[src/rtl/cvt_pkg.sv]
package cvt_pkg;
  localparam int INT_W    = 32;
  localparam int EXP_W    = 8;
  localparam int FRAC_W   = 23;
  localparam int MANT_W   = FRAC_W + 1;
  localparam int ACC_W    = 2 * INT_W;
  localparam int CNT_W    = 6;
  localparam int BIAS     = 127;
  // exponent of a value whose leading one sits at integer bit INT_W-1
  localparam int EXP_TOP  = BIAS + INT_W - 1;
  // exponent at which the mantissa needs no shift to reach the binary point
  localparam int EXP_LOAD = BIAS + FRAC_W - INT_W;

  typedef enum logic [1:0] {
    RM_NEAREST = 2'd0,
    RM_ZERO    = 2'd1,
    RM_UP      = 2'd2,
    RM_DOWN    = 2'd3
  } rmode_e;

  typedef enum logic [1:0] {
    ST_IDLE,
    ST_SHIFT,
    ST_FIN
  } state_e;
endpackage

[src/rtl/cvt_unpack.sv]
module cvt_unpack
  import cvt_pkg::*;
(
  input  logic             to_float_i,
  input  logic [INT_W-1:0] op_i,
  output logic [ACC_W-1:0] acc_o,
  output logic [CNT_W-1:0] cnt_o,
  output logic             sign_o,
  output logic             special_o,
  output logic             tiny_o,
  output logic [INT_W-1:0] special_val_o
);
  localparam logic [INT_W-1:0] POS_SAT = {1'b0, {(INT_W-1){1'b1}}};
  localparam logic [INT_W-1:0] NEG_SAT = {1'b1, {(INT_W-1){1'b0}}};

  logic [EXP_W-1:0]  exp_f;
  logic [FRAC_W-1:0] frac_f;
  logic [MANT_W-1:0] mant_f;
  logic [INT_W-1:0]  mag;

  always_comb begin
    exp_f         = op_i[INT_W-2 -: EXP_W];
    frac_f        = op_i[FRAC_W-1:0];
    mant_f        = {|exp_f, frac_f};
    mag           = op_i[INT_W-1] ? (~op_i + 1'b1) : op_i;
    sign_o        = op_i[INT_W-1];
    acc_o         = '0;
    cnt_o         = '0;
    special_o     = 1'b0;
    tiny_o        = 1'b0;
    special_val_o = '0;
    if (to_float_i) begin
      acc_o     = {mag, {INT_W{1'b0}}};
      special_o = (op_i == '0);
    end else if ((&exp_f) && (|frac_f)) begin
      special_o     = 1'b1;
      special_val_o = POS_SAT;
    end else if (exp_f >= EXP_W'(EXP_TOP)) begin
      special_o     = 1'b1;
      special_val_o = op_i[INT_W-1] ? NEG_SAT : POS_SAT;
    end else if (exp_f < EXP_W'(EXP_LOAD)) begin
      // magnitude below one half: only the sticky survives
      tiny_o = |mant_f;
    end else begin
      acc_o = {{(ACC_W-MANT_W){1'b0}}, mant_f};
      cnt_o = CNT_W'(exp_f - EXP_W'(EXP_LOAD));
    end
  end
endmodule

[src/rtl/cvt_shifter.sv]
module cvt_shifter
  import cvt_pkg::*;
(
  input  logic             clk_i,
  input  logic             rst_ni,
  input  logic             load_i,
  input  logic [ACC_W-1:0] acc_i,
  input  logic [CNT_W-1:0] cnt_i,
  input  logic             step_i,
  input  logic             count_up_i,
  output logic [ACC_W-1:0] acc_o,
  output logic [CNT_W-1:0] cnt_o
);
  always_ff @(posedge clk_i or negedge rst_ni) begin
    if (!rst_ni) begin
      acc_o <= '0;
      cnt_o <= '0;
    end else if (load_i) begin
      acc_o <= acc_i;
      cnt_o <= cnt_i;
    end else if (step_i) begin
      acc_o <= {acc_o[ACC_W-2:0], 1'b0};
      cnt_o <= count_up_i ? cnt_o + 1'b1 : cnt_o - 1'b1;
    end
  end
endmodule

[src/rtl/cvt_round.sv]
module cvt_round
  import cvt_pkg::*;
#(
  parameter int W = 32
) (
  input  logic [W-1:0] keep_i,
  input  logic         round_bit_i,
  input  logic         sticky_i,
  input  logic         neg_i,
  input  rmode_e       rmode_i,
  output logic [W:0]   sum_o,
  output logic         inexact_o
);
  logic inc;
  logic lost;

  always_comb begin
    lost = round_bit_i | sticky_i;
    unique case (rmode_i)
      RM_NEAREST: inc = round_bit_i & (sticky_i | keep_i[0]);
      RM_ZERO:    inc = 1'b0;
      RM_UP:      inc = lost & ~neg_i;
      default:    inc = lost & neg_i;
    endcase
    sum_o     = {1'b0, keep_i} + {{W{1'b0}}, inc};
    inexact_o = lost;
  end
endmodule

[src/rtl/int_float_cvt.sv]
module int_float_cvt
  import cvt_pkg::*;
#(
  parameter int                FUNC_W      = 8,
  parameter logic [FUNC_W-1:0] FN_TO_FLOAT = FUNC_W'(8'h04),
  parameter logic [FUNC_W-1:0] FN_TO_INT   = FUNC_W'(8'h05)
) (
  input  logic              clk_i,
  input  logic              rst_ni,
  input  logic              valid_i,
  input  logic [FUNC_W-1:0] func_i,
  input  logic [1:0]        rmode_i,
  input  logic [INT_W-1:0]  operand_i,
  output logic [INT_W-1:0]  result_o,
  output logic              done_o,
  output logic              inexact_o
);
  localparam logic [INT_W-1:0] POS_SAT = {1'b0, {(INT_W-1){1'b1}}};
  localparam logic [INT_W-1:0] NEG_SAT = {1'b1, {(INT_W-1){1'b0}}};

  state_e           state_q;
  logic             to_float_q, sign_q, special_q, tiny_q;
  rmode_e           rm_q;
  logic [INT_W-1:0] spec_val_q;

  logic             accept, step;
  logic [ACC_W-1:0] un_acc, acc;
  logic [CNT_W-1:0] un_cnt, cnt;
  logic             un_sign, un_special, un_tiny;
  logic [INT_W-1:0] un_spec_val;

  logic [INT_W-1:0] keep;
  logic             rbit, sticky;
  logic [INT_W:0]   sum;
  logic             rnd_inexact;
  logic [EXP_W-1:0] f_exp;
  logic [INT_W-1:0] float_res, int_res, final_res;
  logic             final_inexact;

  assign accept = (state_q == ST_IDLE) && valid_i &&
                  ((func_i == FN_TO_FLOAT) || (func_i == FN_TO_INT));

  cvt_unpack u_unpack (
    .to_float_i    (func_i == FN_TO_FLOAT),
    .op_i          (operand_i),
    .acc_o         (un_acc),
    .cnt_o         (un_cnt),
    .sign_o        (un_sign),
    .special_o     (un_special),
    .tiny_o        (un_tiny),
    .special_val_o (un_spec_val)
  );

  // to-float: normalise until the top bit is set, counting shifts up
  // to-int: shift by the exponent-derived count, counting down
  assign step = (state_q == ST_SHIFT) && !special_q &&
                (to_float_q ? !acc[ACC_W-1] : (cnt != '0));

  cvt_shifter u_shift (
    .clk_i      (clk_i),
    .rst_ni     (rst_ni),
    .load_i     (accept),
    .acc_i      (un_acc),
    .cnt_i      (un_cnt),
    .step_i     (step),
    .count_up_i (to_float_q),
    .acc_o      (acc),
    .cnt_o      (cnt)
  );

  always_comb begin
    if (to_float_q) begin
      keep   = {{(INT_W-MANT_W){1'b0}}, acc[ACC_W-1 -: MANT_W]};
      rbit   = acc[ACC_W-MANT_W-1];
      sticky = |acc[ACC_W-MANT_W-2:0];
    end else begin
      keep   = acc[ACC_W-1 -: INT_W];
      rbit   = acc[INT_W-1];
      sticky = (|acc[INT_W-2:0]) | tiny_q;
    end
  end

  cvt_round #(.W(INT_W)) u_round (
    .keep_i      (keep),
    .round_bit_i (rbit),
    .sticky_i    (sticky),
    .neg_i       (sign_q),
    .rmode_i     (rm_q),
    .sum_o       (sum),
    .inexact_o   (rnd_inexact)
  );

  always_comb begin
    // significand carry out bumps the exponent; fraction is then zero
    f_exp     = EXP_W'(EXP_TOP) - EXP_W'(cnt) + {{(EXP_W-1){1'b0}}, sum[MANT_W]};
    float_res = {sign_q, f_exp, sum[FRAC_W-1:0]};
    if (!sign_q && (sum > {1'b0, POS_SAT}))
      int_res = POS_SAT;
    else if (sign_q && (sum > {1'b0, NEG_SAT}))
      int_res = NEG_SAT;
    else
      int_res = sign_q ? (~sum[INT_W-1:0] + 1'b1) : sum[INT_W-1:0];
    if (special_q) begin
      final_res     = spec_val_q;
      final_inexact = 1'b0;
    end else begin
      final_res     = to_float_q ? float_res : int_res;
      final_inexact = rnd_inexact;
    end
  end

  always_ff @(posedge clk_i or negedge rst_ni) begin
    if (!rst_ni) begin
      state_q    <= ST_IDLE;
      to_float_q <= 1'b0;
      sign_q     <= 1'b0;
      special_q  <= 1'b0;
      tiny_q     <= 1'b0;
      rm_q       <= RM_NEAREST;
      spec_val_q <= '0;
      result_o   <= '0;
      inexact_o  <= 1'b0;
      done_o     <= 1'b0;
    end else begin
      done_o <= 1'b0;
      unique case (state_q)
        ST_IDLE: begin
          if (accept) begin
            to_float_q <= (func_i == FN_TO_FLOAT);
            sign_q     <= un_sign;
            special_q  <= un_special;
            tiny_q     <= un_tiny;
            rm_q       <= rmode_e'(rmode_i);
            spec_val_q <= un_spec_val;
            state_q    <= ST_SHIFT;
          end
        end
        ST_SHIFT: begin
          if (!step) state_q <= ST_FIN;
        end
        ST_FIN: begin
          result_o  <= final_res;
          inexact_o <= final_inexact;
          done_o    <= 1'b1;
          state_q   <= ST_IDLE;
        end
        default: state_q <= ST_IDLE;
      endcase
    end
  end
endmodule

[config.mk]
export PLATFORM = sky130hd
export DESIGN_NAME = int_float_cvt
export DESIGN_NICKNAME = d
export VERILOG_FILES = /design/src/rtl/cvt_pkg.sv /design/src/rtl/cvt_unpack.sv /design/src/rtl/cvt_shifter.sv /design/src/rtl/cvt_round.sv /design/src/rtl/int_float_cvt.sv
export SDC_FILE = /design/constraint.sdc
export NUM_CORES = 1
export LEC_CHECK = 0
export ABC_AREA = 1
export BUFFER_PORTS_ARGS = -buffer_cell sky130_fd_sc_hd__buf_4
export CAP_MARGIN = 0
export CORE_MARGIN = 5
export CORE_UTILIZATION = 40
export CTS_CLUSTER_SIZE = 40
export DETAILED_ROUTE_END_ITERATION = 8
export REMOVE_ABC_BUFFERS = 1
export SYNTH_ARGS = -nofsm -noshare
export SYNTH_HDL_FRONTEND = slang
export SYNTH_SLANG_ARGS = --single-unit
[constraint.sdc]
create_clock -name clk_i -period 8 [get_ports clk_i]
set_clock_uncertainty 0.1 [all_clocks]
set_input_delay 1.2 -clock clk_i [delete_from_list [all_inputs] [get_ports clk_i]]
set_output_delay 1.2 -clock clk_i [all_outputs]
set_load 0.1 [all_outputs]
Yosys cells after proc, flatten, opt, wreduce, memory -nomap -nowiden
Index checks and enable logic that the tools add are counted.
{"block": "word_totals", "ff_bits": 144, "out_inout_bits": 34, "wordCells": 105}
{"block": "op_classes", "addsub": 8, "n_lt_le_gt_ge": 4, "eq_ne": 8, "muxes": 40, "bitwise": 9, "reduce_logical": 24}
{"op": "$mux 32", "count": 11}
{"op": "$mux 64", "count": 5}
{"op": "$add 32x1->32 const B", "count": 2}
{"op": "$not 32->32", "count": 2}
{"op": "$reduce_or 31->1", "count": 2}
{"op": "$mux 6", "count": 7}
{"op": "$reduce_or 39->1", "count": 1}
{"op": "$add 32x1->33", "count": 1}
{"op": "$gt 33x31->1 const B", "count": 1}
{"op": "$gt 33x32->1 const B", "count": 1}
{"op": "$logic_not 32->1", "count": 1}
{"op": "$mux 24", "count": 1}
{"op": "$reduce_or 23->1", "count": 1}
{"op": "$eq 8x3->1 const B", "count": 2}
{"op": "$mux 1", "count": 12}
{"op": "$add 8x1->8", "count": 1}
{"op": "$ge 8x8->1 const B", "count": 1}
{"op": "$lt 8x7->1 const B", "count": 1}
{"op": "$reduce_and 8->1", "count": 1}
{"op": "$reduce_or 8->1", "count": 1}
{"op": "$sub 8x6->8 const A", "count": 1}
{"op": "$logic_and 1x1->1", "count": 7}
{"op": "$add 6x1->6 const B", "count": 1}
{"op": "$reduce_bool 6->1", "count": 1}
{"op": "other kinds (16)", "count": 28}

Depth between registers and ports, before layout
{"block": "logic_depth", "word_depth": 14, "depth_mapped": 27}

Hierarchy
From an unflattened synthesis, not the netlist that was laid out.
{"block": "hier_totals", "hier_cells": 1781, "area_unflattened_um2": 11587.4}
{"mod": "int_float_cvt", "n_inst": 1, "cells_per_inst": 889, "area_each_um2": 5447.7, "seq_area_each_um2": 1851.8}
{"mod": "cvt_shifter", "n_inst": 1, "cells_per_inst": 343, "area_each_um2": 3283.1, "seq_area_each_um2": 1751.7}
{"mod": "cvt_unpack", "n_inst": 1, "cells_per_inst": 350, "area_each_um2": 1796.7, "seq_area_each_um2": 0.0}
{"mod": "cvt_round", "n_inst": 1, "cells_per_inst": 199, "area_each_um2": 1059.8, "seq_area_each_um2": 0.0}

Least setup slack after synthesis
No wires, ideal clock.
{"block": "synth_timing", "path_type": "register to register", "start": "reg sign_q", "end": "reg result_o[31]", "setup_ps": 120, "arrival_ps": 3476, "required_ps": 7780, "path_slack_ps": 4304, "stages_incl_launch_ff": 26, "synth_period_minus_slack_ps": 3696, "cell_sequence": "dfrtp_1 clkbuf_1 clkbuf_1 clkbuf_1 o21ai_0 o32ai_1 ha_1 ha_1 nand2_2 nor2_8 nand2_1 nand2_1 inv_2 nor2_2 nand2_1 nor2_4 nand4_2 nor2_2 nand3_2 nand2_2 buf_6 nand3_1 nand2_1 nand2_1 nand2_1 nand2_1"}
{"block": "synth_via", "elab_chain_len": 11}
{"element": "start: declaration", "line_no": "int_float_cvt.sv:22", "source": "logic to_float_q, sign_q, special_q, tiny_q;"}
{"element": "start signal: assignment", "line_no": "int_float_cvt.sv:130", "source": "sign_q <= un_sign;"}
{"element": "$not 1->1", "line_no": "cvt_round.sv:22", "source": "RM_UP: inc = lost & ~neg_i;"}
{"element": "$and 1x1->1", "line_no": "cvt_round.sv:22"}
{"element": "$pmux 1 s3", "line_no": "cvt_round.sv:19", "source": "unique case (rmode_i)"}
{"element": "$add 32x1->33", "line_no": "cvt_round.sv:25", "source": "sum_o = {1'b0, keep_i} + {{W{1'b0}}, inc};"}
{"element": "$not 32->32", "line_no": "int_float_cvt.sv:102", "source": "int_res = sign_q ? (~sum[INT_W-1:0] + 1'b1) : sum[INT_W-1:0];"}
{"element": "$add 32x1->32", "line_no": "int_float_cvt.sv:102"}
{"element": "$mux 32", "line_no": "int_float_cvt.sv:102"}
{"element": "$mux 32", "line_no": "int_float_cvt.sv:99", "source": "else if (sign_q && (sum > {1'b0, NEG_SAT}))"}
{"element": "$mux 32", "line_no": "int_float_cvt.sv:97", "source": "if (!sign_q && (sum > {1'b0, POS_SAT}))"}
{"element": "$mux 32 *", "line_no": "int_float_cvt.sv:107", "source": "final_res = to_float_q ? float_res : int_res;"}
{"element": "$mux 32 *", "line_no": "int_float_cvt.sv:103", "source": "if (special_q) begin"}
{"element": "end signal: assignment", "line_no": "int_float_cvt.sv:142", "source": "result_o <= final_res;"}
{"element": "end: declaration", "line_no": "int_float_cvt.sv:14", "source": "output logic [INT_W-1:0] result_o,"}
Every way passes the cells marked *; elsewhere a longest branch is shown, timed or not.
A chain may end at the register's enable or synchronous reset.

Worst setup path after layout
{"block": "layout_timing", "start": "reg u_shift.acc_o[22]", "end": "reg result_o[31]"}
{"block": "layout_via", "elab_chain_len": 14}
{"element": "start: declaration", "line_no": "cvt_shifter.sv:11", "source": "output logic [ACC_W-1:0] acc_o,"}
{"element": "start signal: assignment", "line_no": "cvt_shifter.sv:19", "source": "acc_o <= acc_i;"}
{"element": "start signal: assignment", "line_no": "cvt_shifter.sv:22", "source": "acc_o <= {acc_o[ACC_W-2:0], 1'b0};"}
{"element": "$reduce_or 31->1", "line_no": "int_float_cvt.sv:79", "source": "sticky = (|acc[INT_W-2:0]) | tiny_q;"}
{"element": "$or 1x1->1", "line_no": "int_float_cvt.sv:79"}
{"element": "$mux 1 *", "line_no": "int_float_cvt.sv:72", "source": "if (to_float_q) begin"}
{"element": "$or 1x1->1, on equally long branches", "line_no": "cvt_round.sv:18, cvt_round.sv:20"}
{"element": "$and 1x1->1, on equally long branches", "line_no": "cvt_round.sv:23, cvt_round.sv:20, cvt_round.sv:22"}
{"element": "$pmux 1 s3 *", "line_no": "cvt_round.sv:19"}
{"element": "$add 32x1->33 *", "line_no": "cvt_round.sv:25"}
{"element": "$not 32->32", "line_no": "int_float_cvt.sv:102"}
{"element": "$add 32x1->32", "line_no": "int_float_cvt.sv:102"}
{"element": "$mux 32", "line_no": "int_float_cvt.sv:102"}
{"element": "$mux 32", "line_no": "int_float_cvt.sv:99"}
{"element": "$mux 32 *", "line_no": "int_float_cvt.sv:97"}
{"element": "$mux 32 *", "line_no": "int_float_cvt.sv:107"}
{"element": "$mux 32 *", "line_no": "int_float_cvt.sv:103"}
Marks and branches as above.

==> run summary <==
outcome: finished clean
crit path launch type: flop
TritonRoute pass-1 iters: 5
crit-path max cell delay: 500 ps
FFs w/ async S/R, synth: 100%
Placement Rows: 56
CTS-repair resized insts: 0
LEAKAGE: 0.00546 µW
Post-DP HPWL: 21.9 mm
RSZ-0062 raised after global routing: false
footprint of the multi-input gates: 5620 µm²
Vias per Instance: 5.13
most used cell along the critical path: nand2_1
P per Cell Area: 215 nW/µm²
drt wl/cell: 15.1 µm
slew margin rel.: 25.9%
final net count: 1,652
count leader, synth: nand2_1
vias in the first global route: 9,166
Buf+Inv Stages, Crit Path: 1
mux cell area share after synthesis: 0%
FF/Latch Area: 2850 µm²
Mapped Cells: 1,547
Final WS setup: 3370 ps
number of fill cells: 2,589
Final Critical Period: 4630 ps
Final Util: 46.3%
Remaining Overflow, GRT: 0
Simple-Gate Fraction of Synth Area: 41.3%
Critical Path, Cell by Cell: nor4_1, nand2_1, nor4_1, nand4_1, o211ai_1, o32ai_1, ha_1, ha_1, inv_1, ha_1, nand2_1, nor2_2, nand2_1, nor2_4, nand4_2, nor2_2, nand3_2, nand2_2, nand3_1, nand2_1, nand2_1, nand2_1, nand2_1
pin count of the biggest net entering global routing: 75
IO Port Bufs: 78
count of flip-flops with a built-in enable after synthesis: 0
Post-Route WL: 29.0 mm
Setup Fix Bufs, Post-CTS: 0
Yosys warnings: 0
post-synthesis adder-cell area fraction: 1.80%
CTS root buf: clkbuf_16
leading cell types by count after synthesis: nand2_1, inv_1, nor2_1
worst hold path stage count: 1
reg2reg setup slack: 3370 ps
part of the Yosys area used for sequential elements: 30.1%
synthesized cell area: 9460 µm²
RR Endpoint: result_o[31]
clock tree buffer depth: 2
crit share post-route: 57.9%
antenna violations before repair: 0
Top Ports: 79
Initial DRC Count: 624
XOR/XNOR Fraction of Synth Area: 0.833%
DIE AREA: 26,800 µm²
Reg clk slew, reported paths: 60 ps
Most used DFF post-synth: dfrtp_1
Setup crit start: u_shift.acc_o[22]
Hold EP: done_o
CTS tree: done
# H-tree levels: 4
setup violators final: 0
CTS Hold Bufs: 0
die width: 164 µm
setup TNS: 0 ps
worst slew pin tran: 1110 ps
Worst Setup End Kind: flop
Worst Path Arrival: 4850 ps
Hold WC Path Type: reg2reg
maximum clock frequency: 216 MHz
antenna-violating nets left: 0
Req. time, crit path: 8220 ps
R2R cell count: 23
Yosys reg bits: 114
Peak supply drop: 0.125 mV
GPL Wtd Cong: 0.934
share of layout cells above drive strength 1: 12.3%
synth top area cells: dfrtp_1, nand2_1, inv_1
CTS buffer count: 17
first-pass GRT wire length: 47.8 mm
Hold Crit Start: state_q[0]
post-synthesis compound-gate area fraction: 15.2%
Final Hold Vio Count: 0
die height: 164 µm
Distinct cells, synth: 49
starting density of the core: 40.4%
max_cap viols: 0
DRC: 0
pre-CTS setup slack: 3340 ps
Ant. Diodes: 0
clk sinks: 114
clock latency on the worst-skew pair: 430 ps
CP Max Fanout: 31
largest family of logic cells by synthesized area: simple AND/OR/NAND/NOR gates
gr usage total: 22.0%
Core ar.: 23,400 µm²
vias: 9,882
Worst path top cell family by delay: simple AND/OR/NAND/NOR gates
Avg Synthesized Cell Area: 6.12 µm²
R2R Path Start: u_shift.acc_o[22]
kind of critical path: reg2reg
fin. max-slew vios: 0
cell type with the largest total area after synthesis: dfrtp_1
post-synth top area share: 30.1%
slowest stage cell on the critical path: nor4_1
Synth-to-Final Area Change: 14.4%
Power, Total: 2330 µW
-- worst reg2reg max path, cell delays in order, from the launching register on --
cell	delay (ps)
dfrtp_1	370
nor4_1	330
nand2_1	100
nor4_1	500
nand4_1	220
o211ai_1	210
o32ai_1	90
ha_1	210
ha_1	310
inv_1	120
ha_1	170
nand2_1	70
nor2_2	120
nand2_1	130
nor2_4	140
nand4_2	160
nor2_2	160
nand3_2	100
nand2_2	480
nand3_1	150
nand2_1	100
nand2_1	60
nand2_1	50
nand2_1	40
-- metal layers --
metal	GRT usage [%]	vias up	wire length [µm]
li1	-	5117	-
met1	31.4	4531	14300
met2	34.6	196	13000
met3	3.04	38	1030
met4	6.94	0	713
met5	0	-	0
-- power by group --
part / switching [µW] / internal [µW] / leakage (µW)
registers: 52.4 / 644 / 0.00135
logic: 624 / 246 / 0.00383
clock network: 323 / 438 / 0.000280
-- final cells by class --
| type | instances | area share [%] |
|---|---|---|
| Multi-Input combinational cell | 1184 | 51.9 |
| Sequential cell | 114 | 26.4 |
| Inverter | 188 | 6.52 |
| Timing Repair Buffer | 89 | 6.17 |
| Clock buffer | 18 | 3.96 |
| Tap cell | 319 | 3.69 |
| Clock inverter | 14 | 1.36 |
-- worst max path at each step --
stage / depth (start not counted) / slack, ps / to
6_report: 23 / 3370 / result_o[31]
5_1_grt: 22 / 2880 / result_o[19]
3_5_place_dp: 23 / 3340 / result_o[31]
4_1_cts: 23 / 3310 / result_o[31]
2_1_floorplan: 8 / 2680 / u_shift.cnt_o[5]
3_3_place_gp: 23 / 3420 / result_o[31]
-- state kept, by name (all words and copies together) (netlist names) --
name,count
done_o,1
inexact_o,1
result_o,32
rm_q,2
sign_q,1
spec_val_q,2
special_q,1
state_q,2
tiny_q,1
to_float_q,1
u_shift.acc_o,64
u_shift.cnt_o,6
-- per-stage QoR --
| step | area, µm² | hold slack, ps | instances |
|---|---|---|---|
| 6_report | 10800 | 373 | 1926 |
| 5_1_grt | 10800 | 408 | 1926 |
| 4_1_cts | 10800 | 373 | 1926 |
| 3_5_place_dp | 10200 | 365 | 1894 |
| 3_3_place_gp | 10200 | 361 | 1894 |
| 2_1_floorplan | 9160 | 347 | 1486 |
-- cells in the final DEF, fill, tap and decap left out, types with 12 or more instances in the layout --
master / n
nand4_1: 29
o22ai_1: 32
dfrtp_1: 113
ha_1: 12
o21ai_0: 112
nand2_2: 23
a21oi_1: 68
nor2_2: 20
buf_4: 89
o21ai_1: 16
nand3_1: 112
inv_1: 178
nor3_1: 22
nand2_1: 510
nor2_1: 151
clkbuf_16: 17
-- cells by family after synthesis --
group,after synthesis
compound gates,260
xor+xnor,9
fa+ha+maj,13
buf+inv,249
flops,114
simple gates,902
Power figures use the tool's default switching activity.
